<file path="src/rtl/gcg_pkg.sv">
package gcg_pkg;
  localparam int unsigned DW = 16;
  localparam logic [DW-1:0] RST_STATE = 16'hACE1;
  localparam logic [DW-1:0] TAP_MASK  = 16'hB400;
  typedef logic [DW-1:0] word_t;
endpackage

</file>
<file path="src/rtl/gcg_lfsr.sv">
module gcg_lfsr
  import gcg_pkg::*;
(
  input  logic  clk_i,
  input  logic  rst_ni,
  input  logic  en_i,
  input  word_t seed_i,
  input  logic  step_i,
  output word_t state_o
);
  word_t q;
  word_t nxt;

  assign nxt = (q >> 1) ^ (q[0] ? TAP_MASK : '0);

  always_ff @(posedge clk_i or negedge rst_ni) begin
    if (!rst_ni)        q <= RST_STATE;
    else if (!en_i)     q <= (seed_i == '0) ? word_t'(1) : seed_i;
    else if (step_i)    q <= nxt;
  end

  assign state_o = q;

  a_r3_nonzero: assert property (@(posedge clk_i) disable iff (!rst_ni) q != '0);
  a_r3_hold: assert property (@(posedge clk_i) disable iff (!rst_ni)
    (en_i && !step_i) |=> $stable(q));
endmodule

</file>
<file path="src/rtl/gcg_timer.sv">
module gcg_timer #(
  parameter int unsigned HALF_LEN    = 800,
  parameter int unsigned UPD_PERIODS = 4
) (
  input  logic clk_i,
  input  logic rst_ni,
  input  logic en_i,
  output logic odd_o,
  output logic upd_o
);
  localparam int unsigned CW    = (HALF_LEN > 1) ? $clog2(HALF_LEN) : 1;
  localparam int unsigned PW    = (UPD_PERIODS > 1) ? $clog2(UPD_PERIODS) : 1;
  localparam logic [CW-1:0] CLAST = CW'(HALF_LEN - 1);
  localparam logic [PW-1:0] PLAST = PW'(UPD_PERIODS - 1);

  logic [CW-1:0] cnt_q;
  logic [PW-1:0] per_q;
  logic          odd_q;
  logic          half_end;
  logic          per_end;

  assign half_end = (cnt_q == CLAST);
  assign per_end  = half_end && !odd_q;

  always_ff @(posedge clk_i or negedge rst_ni) begin
    if (!rst_ni) begin
      cnt_q <= '0;
      per_q <= '0;
      odd_q <= 1'b1;
    end else if (!en_i) begin
      cnt_q <= '0;
      per_q <= '0;
      odd_q <= 1'b1;
    end else if (half_end) begin
      cnt_q <= '0;
      odd_q <= ~odd_q;
      if (per_end) per_q <= (per_q == PLAST) ? '0 : per_q + 1'b1;
    end else begin
      cnt_q <= cnt_q + 1'b1;
    end
  end

  assign odd_o = odd_q;
  assign upd_o = en_i && per_end && (per_q == PLAST);

  a_r4_cnt_range: assert property (@(posedge clk_i) disable iff (!rst_ni)
    cnt_q <= CLAST);
  a_r4_parity_hold: assert property (@(posedge clk_i) disable iff (!rst_ni)
    (en_i && !half_end) |=> (odd_q == $past(odd_q)));
  a_r8_upd_even_end: assert property (@(posedge clk_i) disable iff (!rst_ni)
    upd_o |=> odd_q);
endmodule

</file>
<file path="src/rtl/gcg_level.sv">
module gcg_level
  import gcg_pkg::*;
#(
  parameter int unsigned BIAS = 32768
) (
  input  logic  odd_i,
  input  word_t x_i,
  input  word_t f_i,
  output word_t lvl_o
);
  localparam int unsigned LW = DW + 3;
  localparam logic signed [LW-1:0] BIAS_S = LW'(BIAS);
  localparam logic signed [LW-1:0] MAX_S  = LW'((1 << DW) - 1);

  logic signed [DW:0]   diff;
  logic signed [DW:0]   half;
  logic signed [LW-1:0] half_x;
  logic signed [LW-1:0] sum;

  always_comb begin
    diff   = $signed({x_i[DW-1], x_i}) - $signed({f_i[DW-1], f_i});
    half   = diff >>> 1;
    half_x = LW'(half);
    sum    = odd_i ? (BIAS_S + half_x) : (BIAS_S - half_x);
    if (sum < 0)          lvl_o = '0;
    else if (sum > MAX_S) lvl_o = '1;
    else                  lvl_o = sum[DW-1:0];
  end

  always_comb begin
    if (odd_i && !diff[DW] && BIAS < (1 << DW))
      a_r5_odd_not_below: assert (lvl_o >= word_t'(BIAS));
    if (!odd_i && !diff[DW] && BIAS < (1 << DW))
      a_r6_even_not_above: assert (lvl_o <= word_t'(BIAS));
  end
endmodule

</file>
<file path="src/rtl/gyro_comb_gen.sv">
module gyro_comb_gen
  import gcg_pkg::*;
#(
  parameter int unsigned HALF_LEN    = 16 * 50,
  parameter int unsigned UPD_PERIODS = 4,
  parameter int unsigned BIAS        = 32768
) (
  input  logic        clk_i,
  input  logic        rst_ni,
  input  logic        en_i,
  input  logic [15:0] seed_i,
  input  logic        adv_req_i,
  input  logic [15:0] fb_i,
  output logic [15:0] dac_o,
  output logic        dac_wr_o,
  output logic        odd_o,
  output logic [15:0] x_o
);
  localparam word_t BIAS_W = word_t'(BIAS);

  word_t x;
  word_t lvl;
  logic  odd;
  logic  upd;
  word_t dac_q;
  logic  wr_q;
  logic  odd_q;

  gcg_timer #(.HALF_LEN(HALF_LEN), .UPD_PERIODS(UPD_PERIODS)) u_timer (
    .clk_i (clk_i),
    .rst_ni(rst_ni),
    .en_i  (en_i),
    .odd_o (odd),
    .upd_o (upd)
  );

  gcg_lfsr u_lfsr (
    .clk_i  (clk_i),
    .rst_ni (rst_ni),
    .en_i   (en_i),
    .seed_i (seed_i),
    .step_i (upd || adv_req_i),
    .state_o(x)
  );

  gcg_level #(.BIAS(BIAS)) u_level (
    .odd_i(odd),
    .x_i  (x),
    .f_i  (fb_i),
    .lvl_o(lvl)
  );

  always_ff @(posedge clk_i or negedge rst_ni) begin
    if (!rst_ni) begin
      dac_q <= BIAS_W;
      wr_q  <= 1'b0;
      odd_q <= 1'b0;
    end else if (en_i) begin
      dac_q <= lvl;
      wr_q  <= 1'b1;
      odd_q <= odd;
    end else begin
      dac_q <= BIAS_W;
      wr_q  <= 1'b0;
      odd_q <= 1'b0;
    end
  end

  assign dac_o    = dac_q;
  assign dac_wr_o = wr_q;
  assign odd_o    = odd_q;
  assign x_o      = x;

  a_r2_idle: assert property (@(posedge clk_i) disable iff (!rst_ni)
    !en_i |=> (dac_o == BIAS_W && !dac_wr_o && !odd_o));
  a_r10_strobe: assert property (@(posedge clk_i) disable iff (!rst_ni)
    en_i |=> dac_wr_o);
  a_r9_req_steps: assert property (@(posedge clk_i) disable iff (!rst_ni)
    (en_i && adv_req_i) |=> (x_o != $past(x_o)));
  a_r4_first_odd: assert property (@(posedge clk_i) disable iff (!rst_ni)
    (en_i && !dac_wr_o) |=> odd_o);
endmodule

</file>
<file path="config.mk">
export PLATFORM = sky130hd
export DESIGN_NAME = gyro_comb_gen
export DESIGN_NICKNAME = d
export VERILOG_FILES = /design/src/rtl/gcg_pkg.sv /design/src/rtl/gcg_lfsr.sv /design/src/rtl/gcg_timer.sv /design/src/rtl/gcg_level.sv /design/src/rtl/gyro_comb_gen.sv
export SDC_FILE = /design/constraint.sdc
export NUM_CORES = 1
export LEC_CHECK = 0
export BUFFER_PORTS_ARGS = -buffer_cell sky130_fd_sc_hd__buf_2
export CAP_MARGIN = 20
export CORE_MARGIN = 1.5
export CORE_UTILIZATION = 56
export DETAILED_ROUTE_END_ITERATION = 10
export GPL_TIMING_DRIVEN = 0
export MAX_ROUTING_LAYER = met4
export PLACE_DENSITY = 0.85
export SYNTH_ARGS = -nofsm -noshare
export SYNTH_HDL_FRONTEND = slang
export SYNTH_SLANG_ARGS = --single-unit
</file>
<file path="constraint.sdc">
create_clock -name clk_i -period 4.5 [get_ports clk_i]
set_clock_uncertainty 0.15 [all_clocks]
set_input_delay 0.45 -clock clk_i [delete_from_list [all_inputs] [get_ports clk_i]]
set_output_delay 0.45 -clock clk_i [all_outputs]
set_load 0.03 [all_outputs]
</file>
==> impl_metrics.env <==
export IMPL_place_congestion=0.909
export IMPL_ir_worst_vdd_uv=253
export IMPL_cts_tree="done"
export IMPL_multi_input_area_um2=2120
export IMPL_post_cts_resized=0
export IMPL_path_clk_slew_ns=0.09
export IMPL_ys_seq_area_frac=0.335
export IMPL_final_layout_size_suffix_gt1_frac=0.285
export IMPL_synth_simple_gate_area_frac=0.186
export IMPL_vias=3140
export IMPL_remaining_drc_errors=0
export IMPL_max_stage_delay_ns=0.57
export IMPL_synthArstFlopShare=1.00
export IMPL_pin_count=70
export IMPL_syn_nets=446
export IMPL_wl_um=7740
export IMPL_die_y_um=82.6
export IMPL_drtIter0Drc=123
export IMPL_synth_xor_area_frac=0.0889
export IMPL_synth_compound_area_share=0.211
export IMPL_initial_core_util=0.589
export IMPL_via_per_inst=5.76
export IMPL_htree_levels=2
export IMPL_cp_cell_sequence="buf_6 -> nand2b_4 -> inv_1 -> fa_1 -> nand2b_1 -> a21oi_1 -> a21o_1 -> o21ai_0 -> mux2_4 -> a21o_1 -> or3_4 -> or4_1 -> buf_6 -> a21oi_2"
export IMPL_yosysWarnings=0
export IMPL_diodes=0
export IMPL_required_ns=4.58
export IMPL_final_nets=524
export IMPL_slew_headroom=0.413
export IMPL_status="finished, final reports clean"
export IMPL_first_global_vias=2835
export IMPL_cts_sinks=47
export IMPL_yosys_most_used_dff="dfrtp_1"
export IMPL_firstDrtPassIters=5
export IMPL_synth_seq_cells=47
export IMPL_track_usage=0.252
export IMPL_placed_area_um2=3990
export IMPL_hold_viol=0
export IMPL_end_kind="flip-flop"
export IMPL_ys_types=67
export IMPL_fin_setup_tns_ns=0
export IMPL_synthMuxAreaShare=0.0441
export IMPL_maxCapViolations=0
export IMPL_die_w_um=82.6
export IMPL_overflow=0
export IMPL_seq_area_um2=1190
export IMPL_tightestPinTransition_ns=0.867
export IMPL_reg2reg_slack_ns=0.35
export IMPL_n_fill_cell=482
export IMPL_netlist_area_um2=3550
export IMPL_grt_antenna_before_repair=0
export IMPL_grt_max_degree=48
export IMPL_grt_pass1_wl_um=12800
export IMPL_numCtsBuffers=5
export IMPL_start_kind="flip-flop"
export IMPL_cts_hold_buf=0
export IMPL_post_cts_buffers=0
export IMPL_p_leak_nw=1.93
export IMPL_coreArea_um2=6030
export IMPL_post_drt_wl_per_cell_um=14.2
export IMPL_dieArea_um2=6820
export IMPL_period_needed_ns=4.15
export IMPL_worstPathArrival_ns=4.22
export IMPL_worstSetupPathType="flip-flop to flip-flop"
export IMPL_place_hpwl_um=6040
export IMPL_cts_max_path_buffers=2
export IMPL_rr_worst_depth=14
export IMPL_synth_fa_ha_area_frac=0.0691
export IMPL_setup_violations_final=0
export IMPL_slowest_stage="or4_1"
export IMPL_io_buffers=69
export IMPL_synth_top_family_by_area="compound AO/OA/AOI/OAI gates"
export IMPL_synth_edff_count=0
export IMPL_clkLatencyLatePin_ns=0.31
export IMPL_hold_path_class="input port to flip-flop"
export IMPL_final_max_slew_viol_count=0
export IMPL_fin_crit_sh=0.921
export IMPL_ant_nets=0
export IMPL_power_density_nw_per_um2=379
export IMPL_cts_root_buf="clkbuf_8"
export IMPL_rsz0062_at_grt="no"
export IMPL_row_count=28
export IMPL_fmax_ghz=0.241
export IMPL_synth_cells=391
export IMPL_area_growth_pct=16.4
export IMPL_crit_fanout=10
export IMPL_syn_area_per_cell_um2=9.08
export IMPL_finish_instance_area_um2=4130
export IMPL_min_path_cells=1
[critical path, delay by kind of cell (launching register included)]
family          cells  cell delay [ns]
buf+inv             3             0.37
mux                 1             0.30
simple gates        4             1.29
compound gates      5             1.00
fa+ha+maj           1             0.42
flops               1             0.55
[cells in the mapped netlist (4+ instances only)]
cell	n	area [um^2]
o21ai_0	27	135
clkbuf_8	4	55.1
nor3_1	12	60.1
o211ai_1	4	30.0
nand2_1	33	124
nor2_1	31	116
clkbuf_1	9	33.8
a21oi_1	18	90.1
o31ai_1	7	52.6
dfrtp_1	37	926
nand3_1	8	40.0
or2_2	4	25.0
ha_1	18	225
inv_1	27	101
dfstp_2	10	263
nor4_1	6	37.5
mux2i_1	13	130
xnor2_1	19	166
xor2_1	17	149
a21oi_2	12	105
[per-layer routing]
metal	wire length [um]	vias to the layer above	global-route usage	share of wire
li1	-	1549	-	-
met1	3530	1474	0.316	0.46
met2	3670	106	0.418	0.47
met3	424	11	0.0440	0.055
met4	106	0	0.0717	0.014
met5	0	-	-	0
[layout by cell type, fill, tap and decap left out, types with 3 or more instances in the layout]
master    netlist  routed
buf_2           1      70
dfrtp_1        37      37
nand2_1        33      33
nor2_1         31      31
inv_1          27      27
o21ai_0        27      27
xnor2_1        19      19
a21oi_1        18      18
ha_1           18      18
xor2_1         17      17
mux2i_1        13      13
nor3_1         12      12
a21oi_2        12      12
dfstp_2        10      10
clkbuf_1        9       9
clkbuf_8        4       9
nand3_1         8       8
o31ai_1         7       7
nor4_1          6       6
or2_2           4       4
o211ai_1        4       4
and3_1          3       3
and2_2          3       3
a21o_1          3       3
or4_2           3       3
nand4b_1        3       3
a211oi_1        3       3
[layout make-up]
| cell class | instances | area share |
|---|---|---|
| Timing Repair Buffer | 71 | 0.0909 |
| Multi-Input combinational cell | 298 | 0.514 |
| Buffer | 19 | 0.0324 |
| Inverter | 27 | 0.0245 |
| Clock buffer | 5 | 0.0167 |
| Clock inverter | 3 | 0.0106 |
| Tap cell | 75 | 0.0227 |
| Sequential cell | 47 | 0.288 |
[metrics by stage]
step           power (mW)  utilization  worst slack (ns)  hold WS [ns]  std cells
4_1_cts              1.57        0.680             0.403         0.128        543
3_3_place_gp         1.23        0.662             0.533         0.326        535
6_report             1.57        0.685             0.355         0.127        545
3_5_place_dp         1.25        0.662             0.447         0.333        535
5_1_grt              1.67        0.685             0.160         0.125        545
2_1_floorplan        1.08            -             0.662       0.00441        391
[power breakdown]
group | switching, mW | internal [mW] | total (mW)
logic | 0.455 | 0.280 | 0.736
registers | 0.0341 | 0.486 | 0.520
clock network | 0.146 | 0.165 | 0.311
[sequential cells by signal (all words and copies together) (netlist names)]
signal and cells:
u_timer.odd_o 1, dac_o 16, u_timer.cnt_q 10, odd_o 1, dac_wr_o 1, u_timer.per_q 2
u_lfsr.state_o 16
[final timing paths]
kind                                   startpoint                 to
worst max-delay path            u_lfsr.state_o[0]           dac_o[0]
worst min-delay path                         en_i           dac_wr_o
worst max register to register  u_lfsr.state_o[0]           dac_o[0]
worst min register to register   u_timer.cnt_q[0]   u_timer.cnt_q[0]
max in group asynchronous                  rst_ni  u_lfsr.state_o[6]
min in group asynchronous                  rst_ni           dac_o[2]
[cell families (layout without fill, tap and decap cells)]
kind of cell	Yosys count	after routing
buffers and inverters	46	125
multiplexers	15	15
XOR/XNOR	36	36
flip-flops	47	47
AND/OR/NAND/NOR	126	126
adder cells (fa/ha/maj)	19	19
AO/OA/AOI/OAI	102	102
Note: power is estimated with default switching activity, not from simulation.
